[src/rtl/rxdb_pkg.sv]
package rxdb_pkg;

    localparam int CHAR_W = 8;

    localparam logic [1:0] ADDR_CFG  = 2'd0;
    localparam logic [1:0] ADDR_STAT = 2'd1;
    localparam logic [1:0] ADDR_DATA = 2'd2;

    // bit 0 is rx_on ... bit 6 is msb_first
    typedef struct packed {
        logic msb_first;
        logic stop2;
        logic par_odd;
        logic par_on;
        logic len7;
        logic irq_en;
        logic rx_on;
    } rx_cfg_t;

    // bit 0 full, bit 1 overrun, bit 2 framing, bit 3 parity
    typedef struct packed {
        logic par_err;
        logic frm_err;
        logic ovr;
        logic full;
    } rx_flags_t;

    typedef enum logic [2:0] {
        S_IDLE, S_START, S_DATA, S_PAR, S_STOP1, S_STOP2
    } rx_state_t;

    typedef struct packed {
        logic [CHAR_W-1:0] data;
        logic              frm_bad;
        logic              par_bad;
    } rx_frame_t;

    function automatic logic [CHAR_W-1:0] shift_in(logic [CHAR_W-1:0] sh,
                                                   logic b, logic msb_mode);
        return msb_mode ? {sh[CHAR_W-2:0], b} : {b, sh[CHAR_W-1:1]};
    endfunction

    function automatic logic [CHAR_W-1:0] align_char(logic [CHAR_W-1:0] sh,
                                                     logic len7);
        return len7 ? {1'b0, sh[CHAR_W-1:1]} : sh;
    endfunction

endpackage

[src/rtl/rxdb_sync.sv]
module rxdb_sync #(
    parameter int STAGES = 2
) (
    input  logic clk,
    input  logic rst,
    input  logic d,
    output logic q
);
    logic [STAGES-1:0] chain;

    always_ff @(posedge clk) begin
        if (rst) chain <= '1;
        else     chain <= {chain[STAGES-2:0], d};
    end

    assign q = chain[STAGES-1];
endmodule

[src/rtl/rxdb_frame.sv]
module rxdb_frame
    import rxdb_pkg::*;
#(
    parameter int OS_RATE = 16
) (
    input  logic      clk,
    input  logic      rst,
    input  logic      os_tick,
    input  logic      rxd,
    input  logic      rx_on,
    input  logic      len7,
    input  logic      par_on,
    input  logic      par_odd,
    input  logic      stop2,
    input  logic      msb_first,
    output logic      done,
    output rx_frame_t frame,
    output logic      busy
);
    localparam int CNT_W = $clog2(OS_RATE);
    localparam logic [CNT_W-1:0] HALF_LAST = CNT_W'(OS_RATE / 2 - 1);
    localparam logic [CNT_W-1:0] FULL_LAST = CNT_W'(OS_RATE - 1);
    localparam int BIT_W = $clog2(CHAR_W);

    rx_state_t         state;
    logic [CNT_W-1:0]  cnt;
    logic [BIT_W-1:0]  bitn;
    logic [CHAR_W-1:0] shr;
    logic              pacc, pbad, fbad, rxd_q;

    logic             msb_mode;
    logic [BIT_W-1:0] last_bit;
    assign msb_mode = msb_first & ~len7;
    assign last_bit = len7 ? BIT_W'(CHAR_W - 2) : BIT_W'(CHAR_W - 1);
    assign busy     = (state != S_IDLE);

    always_ff @(posedge clk) begin
        if (rst || !rx_on) begin
            state <= S_IDLE;
            cnt   <= '0;
            bitn  <= '0;
            shr   <= '0;
            pacc  <= 1'b0;
            pbad  <= 1'b0;
            fbad  <= 1'b0;
            rxd_q <= 1'b1;
            done  <= 1'b0;
            frame <= '0;
        end else begin
            done <= 1'b0;
            if (os_tick) begin
                rxd_q <= rxd;
                case (state)
                    S_IDLE: begin
                        if (rxd_q && !rxd) begin
                            state <= S_START;
                            cnt   <= CNT_W'(1);
                        end
                    end
                    S_START: begin
                        if (cnt == HALF_LAST) begin
                            cnt   <= '0;
                            bitn  <= '0;
                            pacc  <= 1'b0;
                            pbad  <= 1'b0;
                            state <= rxd ? S_IDLE : S_DATA;
                        end else begin
                            cnt <= cnt + 1'b1;
                        end
                    end
                    default: begin
                        if (cnt == FULL_LAST) begin
                            cnt <= '0;
                            case (state)
                                S_DATA: begin
                                    shr  <= shift_in(shr, rxd, msb_mode);
                                    pacc <= pacc ^ rxd;
                                    bitn <= bitn + 1'b1;
                                    if (bitn == last_bit)
                                        state <= par_on ? S_PAR : S_STOP1;
                                end
                                S_PAR: begin
                                    pbad  <= (pacc ^ rxd) != par_odd;
                                    state <= S_STOP1;
                                end
                                S_STOP1: begin
                                    fbad <= ~rxd;
                                    if (stop2) begin
                                        state <= S_STOP2;
                                    end else begin
                                        state <= S_IDLE;
                                        done  <= 1'b1;
                                        frame <= '{data: align_char(shr, len7),
                                                   frm_bad: ~rxd, par_bad: pbad};
                                    end
                                end
                                default: begin
                                    state <= S_IDLE;
                                    done  <= 1'b1;
                                    frame <= '{data: align_char(shr, len7),
                                               frm_bad: fbad, par_bad: pbad};
                                end
                            endcase
                        end else begin
                            cnt <= cnt + 1'b1;
                        end
                    end
                endcase
            end
        end
    end
endmodule

[src/rtl/rxdb_regs.sv]
module rxdb_regs
    import rxdb_pkg::*;
(
    input  logic              clk,
    input  logic              rst,
    input  logic              wr_cfg,
    input  logic              wr_stat,
    input  logic [7:0]        wdata,
    input  logic [1:0]        rd_addr,
    input  logic              done,
    input  rx_frame_t         frame,
    output rx_cfg_t           cfg,
    output rx_flags_t         flags,
    output logic [CHAR_W-1:0] data_q,
    output logic [7:0]        rdata
);
    rx_flags_t flags_nxt;

    always_comb begin
        flags_nxt = flags & (wr_stat ? rx_flags_t'(wdata[3:0]) : rx_flags_t'(4'hF));
        if (done) begin
            if (flags.full) begin
                flags_nxt.ovr = 1'b1;
            end else begin
                flags_nxt.full    = 1'b1;
                flags_nxt.frm_err = flags_nxt.frm_err | frame.frm_bad;
                flags_nxt.par_err = flags_nxt.par_err | frame.par_bad;
            end
        end
    end

    always_ff @(posedge clk) begin
        if (rst) begin
            cfg    <= '0;
            flags  <= '0;
            data_q <= '0;
        end else begin
            if (wr_cfg) cfg <= rx_cfg_t'(wdata[6:0]);
            flags <= flags_nxt;
            if (done && !flags.full) data_q <= frame.data;
        end
    end

    always_comb begin
        case (rd_addr)
            ADDR_CFG:  rdata = {1'b0, cfg};
            ADDR_STAT: rdata = {4'b0, flags};
            ADDR_DATA: rdata = data_q;
            default:   rdata = '0;
        endcase
    end
endmodule

[src/rtl/serial_rx_dbuf.sv]
module serial_rx_dbuf
    import rxdb_pkg::*;
#(
    parameter int OS_RATE     = 16,
    parameter int SYNC_STAGES = 2
) (
    input  logic       clk,
    input  logic       rst,
    input  logic       os_tick,
    input  logic       rxd,
    input  logic       bus_sel,
    input  logic       bus_wr,
    input  logic [1:0] bus_addr,
    input  logic [7:0] bus_wdata,
    output logic [7:0] bus_rdata,
    output logic       irq_rx_full,
    output logic       irq_rx_err
);
    logic              rxd_s, rx_done, rx_busy, wr_cfg, wr_stat;
    rx_frame_t         rx_frame;
    rx_cfg_t           cfg;
    rx_flags_t         flags;
    logic [CHAR_W-1:0] data_q;
    logic [7:0]        reg_rdata;

    assign wr_cfg  = bus_sel & bus_wr & (bus_addr == ADDR_CFG);
    assign wr_stat = bus_sel & bus_wr & (bus_addr == ADDR_STAT);

    rxdb_sync #(.STAGES(SYNC_STAGES)) sync_i (
        .clk(clk), .rst(rst), .d(rxd), .q(rxd_s)
    );

    rxdb_frame #(.OS_RATE(OS_RATE)) frame_i (
        .clk(clk), .rst(rst), .os_tick(os_tick), .rxd(rxd_s),
        .rx_on(cfg.rx_on), .len7(cfg.len7), .par_on(cfg.par_on),
        .par_odd(cfg.par_odd), .stop2(cfg.stop2), .msb_first(cfg.msb_first),
        .done(rx_done), .frame(rx_frame), .busy(rx_busy)
    );

    rxdb_regs regs_i (
        .clk(clk), .rst(rst), .wr_cfg(wr_cfg), .wr_stat(wr_stat),
        .wdata(bus_wdata), .rd_addr(bus_addr), .done(rx_done),
        .frame(rx_frame), .cfg(cfg), .flags(flags), .data_q(data_q),
        .rdata(reg_rdata)
    );

    assign bus_rdata   = bus_sel ? reg_rdata : 8'h00;
    assign irq_rx_full = cfg.irq_en & flags.full;
    assign irq_rx_err  = cfg.irq_en & (flags.ovr | flags.frm_err | flags.par_err);
endmodule

[config.mk]
export PLATFORM = sky130hd
export DESIGN_NAME = serial_rx_dbuf
export DESIGN_NICKNAME = d
export VERILOG_FILES = /design/src/rtl/rxdb_pkg.sv /design/src/rtl/rxdb_sync.sv /design/src/rtl/rxdb_frame.sv /design/src/rtl/rxdb_regs.sv /design/src/rtl/serial_rx_dbuf.sv
export SDC_FILE = /design/constraint.sdc
export NUM_CORES = 1
export LEC_CHECK = 0
export BUFFER_PORTS_ARGS = -buffer_cell sky130_fd_sc_hd__buf_4
export CAP_MARGIN = 25
export CORE_MARGIN = 5
export CORE_UTILIZATION = 58
export CTS_CLUSTER_DIAMETER = 50
export DETAILED_ROUTE_END_ITERATION = 10
export GPL_ROUTABILITY_DRIVEN = 0
export PLACE_DENSITY = 0.78
export SLEW_MARGIN = 30
export SYNTH_ARGS = -nofsm -noshare
export SYNTH_HDL_FRONTEND = slang
export SYNTH_SLANG_ARGS = --single-unit
[constraint.sdc]
create_clock -name clk -period 2.38 [get_ports clk]
set_clock_uncertainty 0.15 [all_clocks]
set_input_delay 0.476 -clock clk [delete_from_list [all_inputs] [get_ports clk]]
set_output_delay 0.476 -clock clk [all_outputs]
set_load 0.01 [all_outputs]
==> impl_metrics.csv <==
group,metric,value,unit
outcome,status,"complete, no violations",
clock_tree,cts.sink_count,54,
yosys,ys_async_sr_fraction,0,%
setup_path,path_delay_family,"simple AND/OR/NAND/NOR gates",
placement,pre_cts_ws,0.4140,ns
global_route,grt_pass1_wl,9252,um
pwr,pwr-share-clk,35.6,%
global_route,overflow,0,
timing,max_freq,0.5029,GHz
yosys,synthFlopType,"dfxtp_1",
routing,drc,0,
final_layout,antennaDiodeCount,0,
timing,hold_viol_final,0,
routing,dr.pass1.iters,4,
floorplan,design.core.area,0.004384,mm2
routing,wire_per_inst,14.32,um
timing,worst_pin_slew,0.6846,ns
job,maxCapViolCount,0,
setup_path,path_buf_inv,0,
clock_tree,clkTransAtPathRegs,0.09,ns
clock_tree,cts_made_buffers,5,
pwr,p_leak,1.034,nW
routing,antenna_left,0,
yosys,synth_top_area_cell,"dfxtp_1",
routing,vias,2104,
final_layout,layout-drive-gt1-share,15.72,%
pwr,combPwrFrac,4.7,%
final_layout,area_growth,11.67,%
timing,worst_hold_slack,0.1958,ns
setup_path,cp_max_fo,5,
timing,rsz0062_at_grt,"no",
setup_path,cp_cell_sequence,"ha_1 > nand3_1 > a22o_1 > nor3_1 > o21ai_0",
final_layout,fin_nets,335,
global_route,antenna_found_initial,0,
pwr,p_sw,0.0003448,W
floorplan,fp.dieH,77.29,um
routing,drt_iter0_drc,67,
global_route,grt_pass1_vias,1935,
pwr,seq_power_share,59.7,%
clock_tree,cts_root_buf,"clkbuf_8",
clock_tree,cts_tree,"done",
yosys,synth-seq-cells,54,
timing,period_minus_slack,1.988,ns
pwr,ir_drop,304.9,uV
yosys,syn_nets,315,
timing,layout_setup_ws,0.3917,ns
min_path,hold_path.class,"in2reg",
clock_tree,post_cts_buffers,0,
placement,numPlacedInstances,362,
pwr,sw_frac_of_total,22.59,%
setup_path,critPathSlowestCell,"nor3_1",
final_layout,n_fill_cell,372,
timing,final_max_slew_viol_count,0,
setup_path,cp-end-kind,"flop",
floorplan,initial_core_util,59.90,%
yosys,synth_edf_count,0,
yosys,synthTopCellsByArea,"dfxtp_1 (41%), mux2i_1 (13%), nand2_1 (5.4%), a211oi_1 (4.6%), nor2_1 (4.3%)",
floorplan,dieArea,0.005974,mm2
pwr,p_int,0.001182,W
floorplan,io_pins,26,
setup_path,arrival,2.03,ns
clock_tree,htree_levels,2,
clock_tree,clock_path_buffers,2,
pwr,powerDensity,520.5,mW/mm2
setup_path,cp_data_required_time,2.42,ns
setup_path,slowest_delay,0.41,ns
placement,port_buffers,24,
yosys,syn_area,0.002626,mm2
routing,vias_per_cell,5.686,
floorplan,rows,24,
yosys,postSynthAreaPerCell,8.843,um2
yosys,synth_most_common_cell,"dfxtp_1",
final_layout,final_core_util,66.90,%
timing,tns,0,ns
setup_path,setup.worst_path.start_class,"flop",
yosys,synth_cell_types,52,
routing,routed_wl,5298,um
floorplan,fp.dieW,77.29,um
timing,period_share,83.54,%
clock_tree,insertion_delay,0.31,ns
final_layout,finalNonFillerCells,370,
clock_tree,hold_buffers,0,
yosys,synth-warning-count,0,
yosys,netlist_instances,297,
timing,slew_headroom,54.26,%
yosys,yosysSeqAreaShare,41.16,%
global_route,grt_max_degree,24,
timing,final-setup-viol-count,0,
placement,hpwl,3807,um
yosys,yosysTopAreaCellShare,41.16,%
setup_path,critPathKind,"reg2reg",
clock_tree,ctsResizeCount,0,
yosys,netlist_top_cells_count,"dfxtp_1 (54), nand2_1 (38), mux2i_1 (33)",
global_route,grt_use_total,18.68,%
worst paths after layout:
kind	slack, ns	endpoint	cells past startpoint	startpoint
worst min register to register	0.28	sync_i.chain[1]	1	sync_i.chain[0]
worst min-delay path	0.20	sync_i.chain[0]	2	rxd
worst max-delay path	0.39	frame_i.bitn[2]	5	frame_i.cnt[0]
worst max register to register	0.39	frame_i.bitn[2]	5	frame_i.cnt[0]
final cells by class:
class,instances,area [um2],share of cell area [%]
Timing Repair Buffer,32,240.2,8.191
Sequential cell,54,1081,36.86
Inverter,6,22.52,0.7679
Multi-Input combinational cell,218,1425,48.59
Clock inverter,2,16.27,0.5546
Tap cell,52,65.06,2.218
Clock buffer,6,82.58,2.816
per-stage QoR:
step,instance area [um2],power (W)
global route,2933,0.001592
detailed placement,2834,0.001004
global placement,2834,0.001002
CTS,2933,0.001543
floorplan,2626,0.0009710
finish,2933,0.001526
sequential cells by signal, indices dropped and copies added (netlist names):
signal and flops:
frame_i.bitn 3, frame_i.cnt 4, frame_i.done 1, frame_i.fbad 1, frame_i.frame 10, frame_i.pacc 1, frame_i.pbad 1, frame_i.rxd_q 1
frame_i.shr 8, frame_i.state 3, regs_i.cfg 7, regs_i.data_q 8, regs_i.flags 4, sync_i.chain 2
cells by family (layout without fill, tap and decap cells):
group | Yosys count | in the layout | synth area share [%]
buf+inv | 25 | 46 | 4.574
simple gates | 113 | 113 | 21.68
fa+ha+maj | 2 | 2 | 0.9527
xor+xnor | 4 | 4 | 1.334
flops | 54 | 54 | 41.16
mux | 33 | 33 | 12.58
compound gates | 66 | 66 | 17.72
power groups by stage:
| stage | logic, W | clock network (W) | registers (W) |
|---|---|---|---|
| 2_1_floorplan | 0.0000410 | 0 | 0.000930 |
| 3_3_place_gp | 0.0000708 | 0 | 0.000932 |
| 3_5_place_dp | 0.0000719 | 0 | 0.000932 |
| 4_1_cts | 0.0000723 | 0.000560 | 0.000911 |
| 5_1_grt | 0.0000788 | 0.000602 | 0.000912 |
| 6_report | 0.0000721 | 0.000544 | 0.000911 |
layer usage:
| layer | up-vias | track usage, % | part of all wire [%] | routed length (um) |
|---|---|---|---|---|
| met5 | - | 0 | 0 | 0 |
| met4 | 0 | 7.904 | 2.0 | 108 |
| met3 | 12 | 5.386 | 5.0 | 263 |
| met2 | 47 | 28.11 | 44 | 2357 |
| met1 | 948 | 24.80 | 48 | 2568 |
| li1 | 1097 | - | - | - |
placed cells by master (no fill, tap or decap), types with 12 or more instances in the layout:
master	netlist	layout
a211oi_1	16	16
a21oi_1	18	18
buf_4	1	32
dfxtp_1	54	54
mux2i_1	33	33
nand2_1	38	38
nor2_1	30	30
o21ai_0	12	12
No activity file was read; power rests on OpenSTA's default activity.
